==> config.mk <==
export PLATFORM = sky130hd
export DESIGN_NAME = sysinfo_regs
export DESIGN_NICKNAME = d
export VERILOG_FILES = /design/src/rtl/sysinfo_pkg.sv /design/src/rtl/sysinfo_decode.sv /design/src/rtl/sysinfo_values.sv /design/src/rtl/sysinfo_rstreq.sv /design/src/rtl/sysinfo_regs.sv
export SDC_FILE = /design/constraint.sdc
export NUM_CORES = 1
export LEC_CHECK = 0
export BUFFER_PORTS_ARGS = -buffer_cell sky130_fd_sc_hd__buf_2
export CAP_MARGIN = 20
export CORE_ASPECT_RATIO = 0.9
export CORE_MARGIN = 4
export CORE_UTILIZATION = 27
export DETAILED_ROUTE_END_ITERATION = 12
export GPL_ROUTABILITY_DRIVEN = 0
export GPL_TIMING_DRIVEN = 0
export HOLD_SLACK_MARGIN = 0.15
export PLACE_DENSITY = 0.76
export SLEW_MARGIN = 25
export SYNTH_ARGS = -nofsm -noshare
export SYNTH_HDL_FRONTEND = slang
export SYNTH_SLANG_ARGS = --single-unit
==> constraint.sdc <==
create_clock -name clk -period 1.8 [get_ports clk]
set_input_delay 0.09 -clock clk [delete_from_list [all_inputs] [get_ports clk]]
set_output_delay 0.09 -clock clk [all_outputs]
set_load 0.005 [all_outputs]
==> src/rtl/sysinfo_pkg.sv <==
// Shared offsets and register identifiers for the board status block.
// Assumes word-aligned 16-bit offsets; the soft-reset trigger bit is fixed.
package sysinfo_pkg;

    localparam int OFF_W   = 16;
    localparam int DATA_W  = 32;
    localparam int FULL_SZ = 4;
    localparam int RST_BIT = 4;

    localparam logic [OFF_W-1:0] OFF_BUILD_ID  = 16'h0000;
    localparam logic [OFF_W-1:0] OFF_CHG_A     = 16'h0004;
    localparam logic [OFF_W-1:0] OFF_CHG_B     = 16'h0008;
    localparam logic [OFF_W-1:0] OFF_SOFT_RST  = 16'h0010;
    localparam logic [OFF_W-1:0] OFF_MEM_STAT  = 16'h0014;
    localparam logic [OFF_W-1:0] OFF_LINK_STAT = 16'h0018;
    localparam logic [OFF_W-1:0] OFF_CLK_DIV   = 16'h0030;
    localparam logic [OFF_W-1:0] OFF_BUILD_OPT = 16'h0034;
    localparam logic [OFF_W-1:0] OFF_MEM_CFG   = 16'h0038;

    typedef enum logic [3:0] {
        RID_NONE,
        RID_BUILD_ID,
        RID_CHG_A,
        RID_CHG_B,
        RID_SOFT_RST,
        RID_MEM_STAT,
        RID_LINK_STAT,
        RID_CLK_DIV,
        RID_BUILD_OPT,
        RID_MEM_CFG
    } reg_id_e;

endpackage

==> src/rtl/sysinfo_decode.sv <==
// Offset decoder: maps a 16-bit offset to a register identifier and tells
// whether a full-word read or write to it is a supported access.
// Assumes the caller has already stripped the upper address bits.
module sysinfo_decode
    import sysinfo_pkg::*;
(
    input  logic [OFF_W-1:0] offset,
    output reg_id_e          reg_id,
    output logic             rd_known,
    output logic             wr_known
);

    // Match the offset against the implemented register list.
    always_comb begin
        case (offset)
            OFF_BUILD_ID:  reg_id = RID_BUILD_ID;
            OFF_CHG_A:     reg_id = RID_CHG_A;
            OFF_CHG_B:     reg_id = RID_CHG_B;
            OFF_SOFT_RST:  reg_id = RID_SOFT_RST;
            OFF_MEM_STAT:  reg_id = RID_MEM_STAT;
            OFF_LINK_STAT: reg_id = RID_LINK_STAT;
            OFF_CLK_DIV:   reg_id = RID_CLK_DIV;
            OFF_BUILD_OPT: reg_id = RID_BUILD_OPT;
            OFF_MEM_CFG:   reg_id = RID_MEM_CFG;
            default:       reg_id = RID_NONE;
        endcase
    end

    // Classify which identifiers accept reads and which accept writes.
    always_comb begin
        rd_known = 1'b0;
        wr_known = 1'b0;
        case (reg_id)
            RID_BUILD_ID, RID_CHG_A, RID_CHG_B, RID_MEM_STAT,
            RID_CLK_DIV, RID_BUILD_OPT, RID_MEM_CFG: begin
                rd_known = 1'b1;
                wr_known = 1'b1;
            end
            RID_SOFT_RST, RID_LINK_STAT: begin
                wr_known = 1'b1;
            end
            default: begin
                rd_known = 1'b0;
                wr_known = 1'b0;
            end
        endcase
    end

endmodule

==> src/rtl/sysinfo_values.sv <==
// Read-value source: builds each readable status word from constants and
// elaboration parameters. Assumes INPUT_MHZ fits 8 bits and MEM_GIB 4 bits.
module sysinfo_values
    import sysinfo_pkg::*;
#(
    parameter int INPUT_MHZ = 100,
    parameter int MEM_GIB   = 1
) (
    input  reg_id_e           reg_id,
    output logic [DATA_W-1:0] value
);

    localparam int         DIV_FIELDS = 4;
    localparam logic [7:0] MHZ8       = 8'(INPUT_MHZ);
    localparam logic [3:0] GIB4       = 4'(MEM_GIB);
    localparam logic [7:0] DIV_FIELD [DIV_FIELDS] = '{8'd1, MHZ8, 8'd1, 8'd1};

    logic [DATA_W-1:0] div_word;
    logic [DATA_W-1:0] mem_cfg_word;

    // Pack one byte-wide divider field per lane.
    for (genvar g = 0; g < DIV_FIELDS; g++) begin : g_div
        assign div_word[8*g +: 8] = DIV_FIELD[g];
    end

    // Memory size in the low nibble, all-ones speed field above it.
    assign mem_cfg_word = {16'h0000, 12'hFFF, GIB4};

    // Select the word for the addressed register.
    always_comb begin
        case (reg_id)
            RID_MEM_STAT:  value = 32'h0000_0005;
            RID_CLK_DIV:   value = div_word;
            RID_BUILD_OPT: value = 32'h0000_000E;
            RID_MEM_CFG:   value = mem_cfg_word;
            default:       value = '0;
        endcase
    end

endmodule

==> src/rtl/sysinfo_rstreq.sv <==
// Reset-request generator: registers a single-cycle pulse when a qualified
// soft-reset write carries the trigger bit. Synchronous active-low reset.
module sysinfo_rstreq (
    input  logic clk,
    input  logic rst_n,
    input  logic fire,
    input  logic trig_bit,
    output logic req
);

    // Pulse for the one cycle after the qualifying write.
    always_ff @(posedge clk) begin
        if (!rst_n) begin
            req <= 1'b0;
        end else begin
            req <= fire & trig_bit;
        end
    end

endmodule

==> src/rtl/sysinfo_regs.sv <==
// Board status and soft-reset register block. Decodes the low 16 address
// bits, honours only 4-byte accesses, returns registered read data one cycle
// after the strobe and flags wrong sizes or unknown offsets for one cycle.
// Assumes single-cycle strobes and a synchronous active-low reset.
module sysinfo_regs
    import sysinfo_pkg::*;
#(
    parameter int ADDR_W    = 32,
    parameter int INPUT_MHZ = 100,
    parameter int MEM_GIB   = 1
) (
    input  logic              clk,
    input  logic              rst_n,
    input  logic [ADDR_W-1:0] bus_addr,
    input  logic              bus_rd,
    input  logic              bus_wr,
    input  logic [3:0]        bus_size,
    input  logic [DATA_W-1:0] bus_wdata,
    output logic [DATA_W-1:0] bus_rdata,
    output logic              bad_access,
    output logic              sys_reset_req
);

    reg_id_e           reg_id;
    logic              rd_known;
    logic              wr_known;
    logic              full_word;
    logic              rd_ok;
    logic              wr_ok;
    logic              rst_fire;
    logic [DATA_W-1:0] rd_value;
    logic              unused_bits;

    assign unused_bits = ^{bus_addr[ADDR_W-1:OFF_W], bus_wdata};

    sysinfo_decode u_decode (
        .offset   (bus_addr[OFF_W-1:0]),
        .reg_id   (reg_id),
        .rd_known (rd_known),
        .wr_known (wr_known)
    );

    sysinfo_values #(
        .INPUT_MHZ (INPUT_MHZ),
        .MEM_GIB   (MEM_GIB)
    ) u_values (
        .reg_id (reg_id),
        .value  (rd_value)
    );

    assign full_word = (bus_size == 4'(FULL_SZ));
    assign rd_ok     = bus_rd & full_word & rd_known;
    assign wr_ok     = bus_wr & full_word & wr_known;
    assign rst_fire  = wr_ok & (reg_id == RID_SOFT_RST);

    sysinfo_rstreq u_rstreq (
        .clk      (clk),
        .rst_n    (rst_n),
        .fire     (rst_fire),
        .trig_bit (bus_wdata[RST_BIT]),
        .req      (sys_reset_req)
    );

    // Register read data and the unsupported-access flag.
    always_ff @(posedge clk) begin
        if (!rst_n) begin
            bus_rdata  <= '0;
            bad_access <= 1'b0;
        end else begin
            bus_rdata  <= rd_ok ? rd_value : '0;
            bad_access <= (bus_rd & ~rd_ok) | (bus_wr & ~wr_ok);
        end
    end

endmodule

==> report_table.html, run 1 <==
<table>
<tr><th>Metric</th><th>Value</th></tr>
<tr><th colspan="2">Outcome</th></tr>
<tr><td>Run status</td><td>finished clean</td></tr>
<tr><th colspan="2">Power</th></tr>
<tr><td>Post-route total power</td><td>421.9 µW</td></tr>
<tr><td>Power density over cell area</td><td>412.7 nW/µm²</td></tr>
<tr><td>Static Leak</td><td>0.0005645 µW</td></tr>
<tr><td>Maximum VDD drop</td><td>184.3 µV</td></tr>
<tr><th colspan="2">Timing</th></tr>
<tr><td>Final number of hold-violating endpoints</td><td>0</td></tr>
<tr><td>Post-route clock period utilization</td><td>0.9635</td></tr>
<tr><td>Total of endpoints with negative setup slack in the final report</td><td>0</td></tr>
<tr><td>Worst Hold Slack</td><td>0.1638 ns</td></tr>
<tr><td>Fmax</td><td>576.6 MHz</td></tr>
<tr><td>RSZ-0062 raised after global routing</td><td>false</td></tr>
<tr><td>Final Max Tran Viols</td><td>0</td></tr>
<tr><td>Final critical path time including I/O delays and setup</td><td>1.734 ns</td></tr>
<tr><td>Setup total negative slack</td><td>0 ns</td></tr>
<tr><td>Final Worst Setup Slack</td><td>0.06565 ns</td></tr>
<tr><th colspan="2">GRT</th></tr>
<tr><td>Aggregate global routing overflow</td><td>0</td></tr>
<tr><td>Via count of the first global-routing pass</td><td>638</td></tr>
<tr><td>Largest net degree at the start of global routing</td><td>11</td></tr>
<tr><td>Global-route total usage across every layer</td><td>0.1010</td></tr>
<tr><td>Initial antenna violation count</td><td>0</td></tr>
<tr><td>First-pass GRT wire length</td><td>2484 µm</td></tr>
<tr><th colspan="2">Final layout</th></tr>
<tr><td>Fraction of layout cells with a size suffix above 1</td><td>0.5745</td></tr>
<tr><td>Total of fill cells in the finished design</td><td>227</td></tr>
<tr><td>Final Util</td><td>0.4600</td></tr>
<tr><td>Antenna Cells</td><td>0</td></tr>
<tr><td>Final net count</td><td>215</td></tr>
<tr><td>Area added between synthesis and finish</td><td>58.03%</td></tr>
<tr><td>Most frequent standard cell in the layout excluding fill and tap cells</td><td>sky130_fd_sc_hd__buf_2</td></tr>
<tr><td>Top library cells by usage in the layout, fill and taps aside</td><td>43 x sky130_fd_sc_hd__buf_2, 27 x sky130_fd_sc_hd__buf_4, 14 x sky130_fd_sc_hd__conb_1</td></tr>
<tr><th colspan="2">Routing</th></tr>
<tr><td>Met3 wire length</td><td>178 µm</td></tr>
<tr><td>WL final</td><td>1654 µm</td></tr>
<tr><td>Post-detailed-route wirelength per cell</td><td>9.845 µm</td></tr>
<tr><td>Uppermost signal routing layer after detailed routing</td><td>met4</td></tr>
<tr><td>Ratio of routed vias to standard cells</td><td>4.143</td></tr>
<tr><td>Routed metal-1 wire length</td><td>642 µm</td></tr>
<tr><td>Total DRC errors in the routed layout</td><td>0</td></tr>
<tr><td>Post-DRT Antenna Nets</td><td>0</td></tr>
<tr><td>Drt initial violations</td><td>15</td></tr>
<tr><td>Iteration count of the initial detailed-routing pass</td><td>4</td></tr>
<tr><td>Overall via count from detail_route</td><td>696</td></tr>
<tr><td>Routed met2 length</td><td>803 µm</td></tr>
<tr><th colspan="2">Die</th></tr>
<tr><td>Initial standard-cell utilization of the core</td><td>0.2911</td></tr>
<tr><td>DIE WIDTH</td><td>59.60 µm</td></tr>
<tr><td>Cell row count</td><td>16</td></tr>
<tr><td>Count of pins on the block boundary</td><td>106</td></tr>
<tr><td>Die ar.</td><td>3244 µm²</td></tr>
<tr><td>Core Area</td><td>2222 µm²</td></tr>
<tr><td>Die boundary height</td><td>54.44 µm</td></tr>
<tr><th colspan="2">Synth</th></tr>
<tr><td>Total of flip-flops plus latches after synthesis</td><td>8</td></tr>
<tr><td>Post-synthesis instance area</td><td>646.9 µm²</td></tr>
<tr><td>Total number of yosys warnings</td><td>0</td></tr>
<tr><td>Leading area contributor after synthesis</td><td>sky130_fd_sc_hd__buf_4</td></tr>
<tr><td>Post-synthesis mux area share</td><td>0</td></tr>
<tr><td>Synthesized instance count</td><td>77</td></tr>
<tr><td>Share of synthesized area occupied by flip-flops and latches</td><td>0.2476</td></tr>
<tr><td>Fraction of the mapped netlist area in compound gates</td><td>0.1083</td></tr>
<tr><td>Mean instance size in the synthesized netlist</td><td>8.401 µm²</td></tr>
<tr><td>Top-area cell type share of the netlist area</td><td>0.3133</td></tr>
<tr><td>Combinational family with the most area after synthesis</td><td>buffers and inverters</td></tr>
<tr><td>Adder and majority gate portion of the synthesized area</td><td>0</td></tr>
<tr><td>Synth unique cells</td><td>29</td></tr>
<tr><td>Synth Area in Simple Gates</td><td>0.2921</td></tr>
<tr><td>Cell types with the largest area share after synthesis</td><td>sky130_fd_sc_hd__buf_4 31%, sky130_fd_sc_hd__dfxtp_1 25%, sky130_fd_sc_hd__nor4_4 3.3%, sky130_fd_sc_hd__nor2_1 2.9%, sky130_fd_sc_hd__nor2b_1 2.9%</td></tr>
<tr><td>Post-synthesis xor/xnor area fraction</td><td>0.01354</td></tr>
<tr><th colspan="2">Clocking</th></tr>
<tr><td>Root buffer selected by CTS</td><td>sky130_fd_sc_hd__clkbuf_4</td></tr>
<tr><td>CTS tree</td><td>yes</td></tr>
<tr><td>Maximum count of clock buffers along a single path</td><td>2</td></tr>
<tr><td>CTS clock-pin slew for the worst setup and hold paths</td><td>0.05 ns</td></tr>
<tr><td>CTS buffer count</td><td>3</td></tr>
<tr><td>Buffers inserted by post-CTS timing repair</td><td>0</td></tr>
<tr><td>CTS sink count</td><td>8</td></tr>
<tr><td>Level count of the clock H-tree</td><td>1</td></tr>
<tr><td>CTS-repair resized insts</td><td>0</td></tr>
<tr><th colspan="2">Setup path</th></tr>
<tr><td>CP required</td><td>1.96 ns</td></tr>
<tr><td>Worst Setup End Kind</td><td>register</td></tr>
<tr><td>Startpoint class of the critical path</td><td>input pin</td></tr>
<tr><td>Startpoint-to-endpoint class of the critical path</td><td>in -&gt; reg</td></tr>
<tr><td>Critical path peak fanout</td><td>10</td></tr>
<tr><td>Data arrival, critical path</td><td>1.89 ns</td></tr>
<tr><th colspan="2">Job</th></tr>
<tr><td>Max Cap Violations</td><td>0</td></tr>
<tr><th colspan="2">Placement</th></tr>
<tr><td>Final HPWL DP</td><td>1422 µm</td></tr>
<tr><td>Worst slack at placement</td><td>0.07602 ns</td></tr>
<tr><td>IO buf count</td><td>42</td></tr>
<tr><th colspan="2">Min path</th></tr>
<tr><td>Worst min-delay path category</td><td>in -&gt; reg</td></tr>
</table>
==> critical path, cell delays in order <==
cell and delay, ns:
sky130_fd_sc_hd__dlygate4sd3_1 0.53, sky130_fd_sc_hd__buf_4 0.16, sky130_fd_sc_hd__nor2_1 0.07, sky130_fd_sc_hd__a221o_1 0.32, sky130_fd_sc_hd__or4_4 0.44, sky130_fd_sc_hd__nor4b_2 0.29
==> where the power goes <==
part	total, µW	leakage, µW	switching (µW)	internal (µW)
Sequential	179	0.0000648	0.237	179
Combinational	110	0.000486	48.3	62.0
Clock	132	0.0000138	56.4	76.0
==> area by class of cell <==
type,count,area (µm²),area share
plain buffers,28,207.7,0.2032
clock buffers,3,22.52,0.02203
inverters,2,7.507,0.007344
multi-input cells,52,320.3,0.3133
flip-flops and latches,8,160.2,0.1567
well taps,27,33.78,0.03305
repair buffers,48,270.3,0.2644
==> registers in the layout, summed over array words and instances, names as in the netlist <==
signal	flops
bad_access	1
bus_rdata	6
u_rstreq.req	1
==> final timing paths <==
check,end,depth (start not counted),start
max,bus_rdata[0],6,bus_addr[2]
min,bad_access,2,bus_rd
==> routing by layer <==
layer	up-vias	GRT usage
met1	295	0.1114
met4	0	0.08487
met2	41	0.1745
met5	-	0
li1	357	-
met3	3	0.01179
==> per-stage QoR <==
step                cell area (µm²)  instances
floorplan                     695.7         90
global placement              939.7        159
detailed placement            939.7        159
CTS                            1022        168
global route                   1022        168
finish                         1022        168
==> logic make-up after synthesis <==
logic type / count (synthesis)
buffers and inverters: 30
and+or+nand+nor: 28
AOI/OAI and AO/OA: 9
DFF: 8
xor gates and xnor gates: 1
other: 1
==> synth_stat cells <==
cell type and instances:
sky130_fd_sc_hd__nand3_1 1, sky130_fd_sc_hd__conb_1 1, sky130_fd_sc_hd__nor2_1 5, sky130_fd_sc_hd__inv_1 2, sky130_fd_sc_hd__nand2_1 4, sky130_fd_sc_hd__buf_2 1, sky130_fd_sc_hd__xor2_1 1, sky130_fd_sc_hd__o21ai_0 1
sky130_fd_sc_hd__a31o_2 1, sky130_fd_sc_hd__dfxtp_1 8, sky130_fd_sc_hd__a22oi_1 1, sky130_fd_sc_hd__nor4b_1 1, sky130_fd_sc_hd__or4_2 1, sky130_fd_sc_hd__a221o_1 1, sky130_fd_sc_hd__nor4_4 1, sky130_fd_sc_hd__nor3_1 3
sky130_fd_sc_hd__nand3_2 1, sky130_fd_sc_hd__nor2b_1 3, sky130_fd_sc_hd__nor4_1 3, sky130_fd_sc_hd__a21oi_1 2, sky130_fd_sc_hd__o221a_2 1, sky130_fd_sc_hd__a2111oi_0 1, sky130_fd_sc_hd__nand3b_1 1, sky130_fd_sc_hd__or4_4 1
sky130_fd_sc_hd__or3_2 1, sky130_fd_sc_hd__o2bb2ai_1 1, sky130_fd_sc_hd__buf_4 27, sky130_fd_sc_hd__nor4b_2 1, sky130_fd_sc_hd__nor3b_1 1
==> timing repair <==
item,CTS,global route
setup endpoints to repair,0,0
hold endpoints to repair,3,0
hold buffers,6,0
Power figures use the tool's default switching activity.
==> inputs of run 2 (changes only) <==
--- a/config.mk
+++ b/config.mk
@@ -5,16 +5,15 @@
 export SDC_FILE = /design/constraint.sdc
 export NUM_CORES = 1
 export LEC_CHECK = 0
-export BUFFER_PORTS_ARGS = -buffer_cell sky130_fd_sc_hd__buf_2
 export CAP_MARGIN = 20
-export CORE_ASPECT_RATIO = 0.9
-export CORE_MARGIN = 4
-export CORE_UTILIZATION = 27
+export CORE_AREA = 4 4 41 43
 export DETAILED_ROUTE_END_ITERATION = 12
+export DIE_AREA = 0 0 45 47
+export DONT_BUFFER_PORTS = 1
 export GPL_ROUTABILITY_DRIVEN = 0
 export GPL_TIMING_DRIVEN = 0
 export HOLD_SLACK_MARGIN = 0.15
-export PLACE_DENSITY = 0.76
+export PLACE_DENSITY = 0.61
 export SLEW_MARGIN = 25
 export SYNTH_ARGS = -nofsm -noshare
 export SYNTH_HDL_FRONTEND = slang
==> run 2 against run 1 <==
  * Sequential share of layout area rose by 1.9 points
  * Clock power rose by 5%
  * Largest power group unchanged
  * Power shrank 4.2%
  * Critical path depth shrank 1
  * First-iteration DRC count grew 6.7%
  * Largest cell class unchanged
==> report_table.html, run 2 (synthesis gave the netlist of run 1 again) <==
<table>
<tr><th>Metric</th><th>Value</th></tr>
<tr><th colspan="2">Outcome</th></tr>
<tr><td>Run status</td><td>finished clean</td></tr>
<tr><th colspan="2">Clocking</th></tr>
<tr><td>Root buffer selected by CTS</td><td>sky130_fd_sc_hd__clkbuf_4</td></tr>
<tr><td>Maximum count of clock buffers along a single path</td><td>2 (unchanged)</td></tr>
<tr><td>CTS clock-pin slew for the worst setup and hold paths</td><td>0.06 ns (about the same)</td></tr>
<tr><td>CTS sink count</td><td>8 (unchanged)</td></tr>
<tr><td>CTS tree</td><td>yes</td></tr>
<tr><td>Level count of the clock H-tree</td><td>1 (unchanged)</td></tr>
<tr><td>CTS buffer count</td><td>3 (unchanged)</td></tr>
<tr><th colspan="2">Placement</th></tr>
<tr><td>Placed cell count</td><td>105 (-34%)</td></tr>
<tr><td>IO buf count</td><td>0 (-100%)</td></tr>
<tr><td>Total placed instance area</td><td>714.4 µm² (-24%)</td></tr>
<tr><td>Final HPWL DP</td><td>1080 µm (-24%)</td></tr>
<tr><th colspan="2">Final layout</th></tr>
<tr><td>Post-route design area</td><td>913.4 µm² (-11%)</td></tr>
<tr><td>Antenna Cells</td><td>0 (unchanged)</td></tr>
<tr><td>Most frequent standard cell in the layout excluding fill and tap cells</td><td>sky130_fd_sc_hd__buf_4</td></tr>
<tr><td>Top library cells by usage in the layout, fill and taps aside</td><td>29 x sky130_fd_sc_hd__buf_4, 14 x sky130_fd_sc_hd__conb_1, 12 x sky130_fd_sc_hd__dlygate4sd3_1</td></tr>
<tr><td>Non-filler instance count after layout</td><td>123 (-27%)</td></tr>
<tr><td>Fraction of layout cells with a size suffix above 1</td><td>0.4259 (-0.1485)</td></tr>
<tr><td>Area added between synthesis and finish</td><td>41.20%</td></tr>
<tr><td>Top reg by flops</td><td>bus_rdata</td></tr>
<tr><td>Registers with the most flip-flops</td><td>bus_rdata x6, bad_access x1, u_rstreq.req x1</td></tr>
<tr><td>Final net count</td><td>182 (-15%)</td></tr>
<tr><td>Flip-flop count of the largest register, all copies and words added</td><td>6 (unchanged)</td></tr>
<tr><th colspan="2">Die</th></tr>
<tr><td>Die ar.</td><td>2115 µm² (-35%)</td></tr>
<tr><td>DIE WIDTH</td><td>45 µm (-24%)</td></tr>
<tr><td>Count of pins on the block boundary</td><td>106 (unchanged)</td></tr>
<tr><td>Core Area</td><td>1301 µm² (-41%)</td></tr>
<tr><td>Initial standard-cell utilization of the core</td><td>0.4971 (+0.2060)</td></tr>
<tr><td>Cell row count</td><td>13 (-3)</td></tr>
<tr><td>Die boundary height</td><td>47 µm (-14%)</td></tr>
<tr><th colspan="2">GRT</th></tr>
<tr><td>Initial antenna violation count</td><td>0 (unchanged)</td></tr>
<tr><td>First-pass GRT wire length</td><td>2228 µm (-10%)</td></tr>
<tr><td>Global-route total usage across every layer</td><td>0.1450 (+0.04397)</td></tr>
<tr><td>Aggregate global routing overflow</td><td>0 (unchanged)</td></tr>
<tr><td>Via count of the first global-routing pass</td><td>534 (-16%)</td></tr>
<tr><td>Largest net degree at the start of global routing</td><td>11 (unchanged)</td></tr>
<tr><th colspan="2">Routing</th></tr>
<tr><td>Ratio of routed vias to standard cells</td><td>4.732 (+14%)</td></tr>
<tr><td>WL final</td><td>1466 µm (-11%)</td></tr>
<tr><td>Post-DRT Antenna Nets</td><td>0 (unchanged)</td></tr>
<tr><td>Iteration count of the initial detailed-routing pass</td><td>4 (unchanged)</td></tr>
<tr><td>Overall via count from detail_route</td><td>582 (-16%)</td></tr>
<tr><td>Total DRC errors in the routed layout</td><td>0 (unchanged)</td></tr>
<tr><td>Drt initial violations</td><td>16 (+1)</td></tr>
<tr><td>Post-detailed-route wirelength per cell</td><td>11.92 µm (+21%)</td></tr>
<tr><th colspan="2">Setup path</th></tr>
<tr><td>Startpoint class of the critical path</td><td>input pin</td></tr>
<tr><td>Critical path peak fanout</td><td>4 (-6)</td></tr>
<tr><td>Startpoint-to-endpoint class of the critical path</td><td>in -&gt; reg</td></tr>
<tr><td>Data arrival, critical path</td><td>1.91 ns (+0.02 ns)</td></tr>
<tr><td>Worst Setup End Kind</td><td>register</td></tr>
<tr><td>CP required</td><td>1.98 ns (+0.02 ns)</td></tr>
<tr><th colspan="2">Timing</th></tr>
<tr><td>Final Max Tran Viols</td><td>0 (unchanged)</td></tr>
<tr><td>Final critical path time including I/O delays and setup</td><td>1.733 ns (-0.001145 ns)</td></tr>
<tr><td>Fmax</td><td>577.0 MHz (about the same)</td></tr>
<tr><td>Worst Hold Slack</td><td>0.1562 ns (-0.007537 ns)</td></tr>
<tr><td>Total of endpoints with negative setup slack in the final report</td><td>0 (unchanged)</td></tr>
<tr><td>Post-route clock period utilization</td><td>0.9629 (about the same)</td></tr>
<tr><td>Final number of hold-violating endpoints</td><td>0 (unchanged)</td></tr>
<tr><th colspan="2">Power</th></tr>
<tr><td>Power density over cell area</td><td>442.5 nW/µm² (+7.2%)</td></tr>
<tr><td>Static Leak</td><td>0.0004254 µW (-25%)</td></tr>
<tr><td>Maximum VDD drop</td><td>209.4 µV (+14%)</td></tr>
<tr><td>Post-route total power</td><td>404.2 µW (-4.2%)</td></tr>
<tr><th colspan="2">Job</th></tr>
<tr><td>Max Cap Violations</td><td>0 (unchanged)</td></tr>
<tr><th colspan="2">Min path</th></tr>
<tr><td>Worst min-delay path category</td><td>in -&gt; reg</td></tr>
</table>
[run 2: cell count changes in the layout (fill, tap and decap cells not counted), sizes merged]
cell / before / now
buf: 70 / 30
dlymetal6s4s: 0 / 1
dlygate4sd3: 6 / 12
[run 2: power by group]
part,switching [µW],internal [µW],leakage (µW)
logic,36.6,50.5,0.000347
clock network,61.3,76.3,0.0000138
registers,0.771,179,0.0000648
total,98.7,306,0.000425
[run 2: final timing paths]
check | start | to | slack (ns) | cells past startpoint
worst max-delay path | bus_addr[6] | u_rstreq.req | 0.07 | 5
worst min-delay path | bus_addr[10] | bus_rdata[3] | 0.16 | 4
[run 2: worst max-delay path, stage by stage]
cell                            delay (ns)
sky130_fd_sc_hd__nor4_4               0.33
sky130_fd_sc_hd__nand3_2              0.15
sky130_fd_sc_hd__dlygate4sd3_1        0.58
sky130_fd_sc_hd__or4_2                0.64
sky130_fd_sc_hd__a21oi_1              0.13
[run 2: metal layers]
layer | GRT usage | part of all wire | vias up
li1 | - | - | 291
met5 | 0 | 0 | -
met3 | 0.05364 | 0.16 | 2
met2 | 0.2542 | 0.48 | 50
met4 | 0.07018 | 0.0082 | 0
met1 | 0.1537 | 0.35 | 239
[run 2: metrics by stage]
stage	setup TNS [ns]	util	worst slack, ns
floorplan	0	-	0.3783
global placement	0	0.5490	0.2381
detailed placement	0	0.5490	0.2382
CTS	0	0.6663	0.03629
global route	-0.006368	0.7019	-0.006368
finish	0	0.7019	0.06679
[run 2: area by class of cell]
type / count / area (µm²)
Tap cell: 15 / 18.77
Buffer: 28 / 207.7
Timing Repair Buffer: 15 / 147.6
Fill cell: 112 / 387.9
Clock buffer: 3 / 22.52
Sequential cell: 8 / 160.2
Inverter: 2 / 7.507
Multi-Input combinational cell: 52 / 349.1
[run 2: repair_timing]
item | 4_1_cts | 5_1_grt
endpoints found under the hold margin | 8 | 0
gates resized for setup | 0 | 8
setup buffers | 0 | 2
setup endpoints to repair | 0 | 5
hold buffers | 13 | 0
==> inputs of run 3 (changes only) <==
--- a/config.mk
+++ b/config.mk
@@ -6,9 +6,9 @@
 export NUM_CORES = 1
 export LEC_CHECK = 0
 export CAP_MARGIN = 20
-export CORE_AREA = 4 4 41 43
+export CORE_AREA = 8 8 45 47
 export DETAILED_ROUTE_END_ITERATION = 12
-export DIE_AREA = 0 0 45 47
+export DIE_AREA = 0 0 53 55
 export DONT_BUFFER_PORTS = 1
 export GPL_ROUTABILITY_DRIVEN = 0
 export GPL_TIMING_DRIVEN = 0
==> run 3 against run 2 <==
  * Cell count is the same
  * Fmax shrank 1.0%
  * Cell area shrank 1.9%
  * Routed wire length grew 8.4%
  * Setup slack lost 0.018 ns
  * Via count grew 0.52%
  * Power shrank 1.3%
  * Core utilization shrank 5.5 points
  * Critical endpoint is now bus_rdata[16]
  * Count of clock-buffer cells in the layout is the same
  * Hold slack gained 0.012 ns
  * Sequential share of layout area grew 0.34 points
==> report_table.html, run 3 (synthesis gave the netlist of run 1 again) <==
<table>
<tr><th>Metric</th><th>Value</th></tr>
<tr><th colspan="2">Job</th></tr>
<tr><td>Max Cap Violations</td><td>0 (unchanged)</td></tr>
<tr><th colspan="2">Final layout</th></tr>
<tr><td>Fraction of layout cells with a size suffix above 1</td><td>0.4112 (-0.01471)</td></tr>
<tr><td>Final Util</td><td>0.6474 (-0.05454)</td></tr>
<tr><td>Multi-input logic area</td><td>340.3 µm² (-2.5%)</td></tr>
<tr><td>Most frequent standard cell in the layout excluding fill and tap cells</td><td>sky130_fd_sc_hd__buf_4</td></tr>
<tr><td>Registers with the most flip-flops</td><td>bus_rdata x6, bad_access x1, u_rstreq.req x1</td></tr>
<tr><td>Final net count</td><td>181 (-0.55%)</td></tr>
<tr><td>Post-route design area</td><td>895.9 µm² (-1.9%)</td></tr>
<tr><td>Flip-flop count of the largest register, all copies and words added</td><td>6 (unchanged)</td></tr>
<tr><td>Top reg by flops</td><td>bus_rdata</td></tr>
<tr><td>Non-filler instance count after layout</td><td>123 (unchanged)</td></tr>
<tr><td>Total of fill cells in the finished design</td><td>120 (+7.1%)</td></tr>
<tr><td>Area added between synthesis and finish</td><td>38.49%</td></tr>
<tr><td>Sequential cell area</td><td>160.2 µm² (unchanged)</td></tr>
<tr><td>Antenna Cells</td><td>0 (unchanged)</td></tr>
<tr><td>Top library cells by usage in the layout, fill and taps aside</td><td>29 x sky130_fd_sc_hd__buf_4, 14 x sky130_fd_sc_hd__conb_1, 11 x sky130_fd_sc_hd__dlygate4sd3_1</td></tr>
<tr><th colspan="2">GRT</th></tr>
<tr><td>Global-route total usage across every layer</td><td>0.1046 (-0.04041)</td></tr>
<tr><td>Largest net degree at the start of global routing</td><td>11 (unchanged)</td></tr>
<tr><td>Via count of the first global-routing pass</td><td>595 (+11%)</td></tr>
<tr><td>First-pass GRT wire length</td><td>2387 µm (+7.1%)</td></tr>
<tr><td>Initial antenna violation count</td><td>0 (unchanged)</td></tr>
<tr><td>Aggregate global routing overflow</td><td>0 (unchanged)</td></tr>
<tr><th colspan="2">Setup path</th></tr>
<tr><td>Number of buffer and inverter instances along the worst setup path</td><td>2 (+1)</td></tr>
<tr><td>CP most frequent cell</td><td>sky130_fd_sc_hd__dlygate4sd3_1</td></tr>
<tr><td>Startpoint class of the critical path</td><td>input pin</td></tr>
<tr><td>Cell type group with the largest total delay on the critical path</td><td>buffers and inverters</td></tr>
<tr><td>Worst Setup End Kind</td><td>register</td></tr>
<tr><td>Critical path peak fanout</td><td>3 (-1)</td></tr>
<tr><td>Startpoint-to-endpoint class of the critical path</td><td>in -&gt; reg</td></tr>
<tr><td>CP max-delay cell</td><td>sky130_fd_sc_hd__dlygate4sd3_1</td></tr>
<tr><td>Data arrival, critical path</td><td>1.95 ns (+0.04 ns)</td></tr>
<tr><td>CP required</td><td>1.99 ns (about the same)</td></tr>
<tr><td>Worst path cell trace</td><td>dlygate4sd3_1 -&gt; nand2_1 -&gt; or3_2 -&gt; nor4_2 -&gt; dlygate4sd3_1</td></tr>
<tr><td>Slowest stage delay, CP</td><td>0.56 ns (-0.08 ns)</td></tr>
<tr><th colspan="2">Timing</th></tr>
<tr><td>Final number of hold-violating endpoints</td><td>0 (unchanged)</td></tr>
<tr><td>Post-route clock period utilization</td><td>0.9727 (+0.009817)</td></tr>
<tr><td>Final critical path time including I/O delays and setup</td><td>1.751 ns (+0.01767 ns)</td></tr>
<tr><td>Total of endpoints with negative setup slack in the final report</td><td>0 (unchanged)</td></tr>
<tr><td>RSZ-0062 raised after global routing</td><td>true</td></tr>
<tr><td>Fmax</td><td>571.1 MHz (-1.0%)</td></tr>
<tr><td>Setup total negative slack</td><td>0 ns (unchanged)</td></tr>
<tr><td>Final Max Tran Viols</td><td>0 (unchanged)</td></tr>
<tr><th colspan="2">Routing</th></tr>
<tr><td>Drt initial violations</td><td>5 (-11)</td></tr>
<tr><td>Post-detailed-route wirelength per cell</td><td>12.92 µm (+8.4%)</td></tr>
<tr><td>Iteration count of the initial detailed-routing pass</td><td>2 (-2)</td></tr>
<tr><td>Routed met2 length</td><td>806 µm (+14%)</td></tr>
<tr><td>Routed metal-1 wire length</td><td>527 µm (+1.7%)</td></tr>
<tr><td>Overall via count from detail_route</td><td>585 (+0.52%)</td></tr>
<tr><td>Met3 wire length</td><td>238 µm (+4.4%)</td></tr>
<tr><td>Total DRC errors in the routed layout</td><td>0 (unchanged)</td></tr>
<tr><td>Ratio of routed vias to standard cells</td><td>4.756 (+0.52%)</td></tr>
<tr><td>Post-DRT Antenna Nets</td><td>0 (unchanged)</td></tr>
<tr><td>WL final</td><td>1589 µm (+8.4%)</td></tr>
<tr><td>Uppermost signal routing layer after detailed routing</td><td>met4</td></tr>
<tr><th colspan="2">Clocking</th></tr>
<tr><td>Root buffer selected by CTS</td><td>sky130_fd_sc_hd__clkbuf_4</td></tr>
<tr><td>Level count of the clock H-tree</td><td>1 (unchanged)</td></tr>
<tr><td>CTS tree</td><td>yes</td></tr>
<tr><td>Maximum count of clock buffers along a single path</td><td>2 (unchanged)</td></tr>
<tr><td>CTS clock-pin slew for the worst setup and hold paths</td><td>0.05 ns (about the same)</td></tr>
<tr><td>CTS sink count</td><td>8 (unchanged)</td></tr>
<tr><td>CTS buffer count</td><td>3 (unchanged)</td></tr>
<tr><th colspan="2">Min path</th></tr>
<tr><td>Worst min-delay path category</td><td>in -&gt; reg</td></tr>
<tr><th colspan="2">Die</th></tr>
<tr><td>Core Area</td><td>1384 µm² (+6.3%)</td></tr>
<tr><td>Die boundary height</td><td>55 µm (+17%)</td></tr>
<tr><td>Count of pins on the block boundary</td><td>106 (unchanged)</td></tr>
<tr><td>Cell row count</td><td>14 (+1)</td></tr>
<tr><td>DIE WIDTH</td><td>53 µm (+18%)</td></tr>
<tr><td>Initial standard-cell utilization of the core</td><td>0.4675 (-0.02967)</td></tr>
<tr><td>Die ar.</td><td>2915 µm² (+38%)</td></tr>
<tr><th colspan="2">Power</th></tr>
<tr><td>Post-route total power</td><td>399.0 µW (-1.3%)</td></tr>
<tr><td>Static Leak</td><td>0.0004164 µW (-2.1%)</td></tr>
<tr><td>Maximum VDD drop</td><td>232.9 µV (+11%)</td></tr>
<tr><td>Power density over cell area</td><td>445.4 nW/µm² (+0.64%)</td></tr>
<tr><th colspan="2">Placement</th></tr>
<tr><td>Placed cell count</td><td>106 (+0.95%)</td></tr>
<tr><td>Final HPWL DP</td><td>1308 µm (+21%)</td></tr>
<tr><td>IO buf count</td><td>0 (unchanged)</td></tr>
<tr><td>Total placed instance area</td><td>715.7 µm² (+0.18%)</td></tr>
<tr><th colspan="2">Outcome</th></tr>
<tr><td>Run status</td><td>finished clean</td></tr>
</table>
==> run 3: cell count changes in the layout (fill, tap and decap cells not counted), sizes merged <==
cell and change:
dlygate4sd3 -1
==> run 3: layout make-up <==
class / instances / area share
plain buffers: 28 / 0.2318
clock buffers: 3 / 0.02514
inverters: 2 / 0.008380
multi-input cells: 52 / 0.3799
flip-flops and latches: 8 / 0.1788
well taps: 16 / 0.02235
repair buffers: 14 / 0.1536
==> run 3: through the flow <==
step,setup slack [ns],hold WS (ns)
2_1_floorplan,0.3783,0.1664
3_3_place_gp,0.2289,0.1798
3_5_place_dp,0.2145,0.1787
4_1_cts,0.03210,0.1561
5_1_grt,-0.02818,0.1874
6_report,0.04912,0.1681
==> run 3: worst paths after layout <==
check	start	to	slack [ns]	cells past startpoint
max	rst_n	bus_rdata[16]	0.05	5
min	bus_addr[1]	bus_rdata[0]	0.17	4
==> run 3: tightest hold or removal path: cells and delay by family <==
family        cells  cell delay, ns
simple gates      4            0.27
==> run 3: power by group <==
part           internal [µW]  switching (µW)
sequential               179           0.787
combinational           50.5            36.3
clock                   76.0            56.6
==> run 3: metal layers <==
layer,up-vias,global-route usage
met5,-,0
met4,0,0.05172
met3,2,0.05080
met2,34,0.1914
met1,257,0.09480
li1,292,-
==> run 3: repair_timing <==
| item | 4_1_cts | 5_1_grt |
|---|---|---|
| endpoints found under the hold margin | 8 | 0 |
| setup buffers | 0 | 2 |
| hold buffers | 12 | 0 |
| setup endpoints to repair | 0 | 4 |
| resized for setup | 0 | 5 |
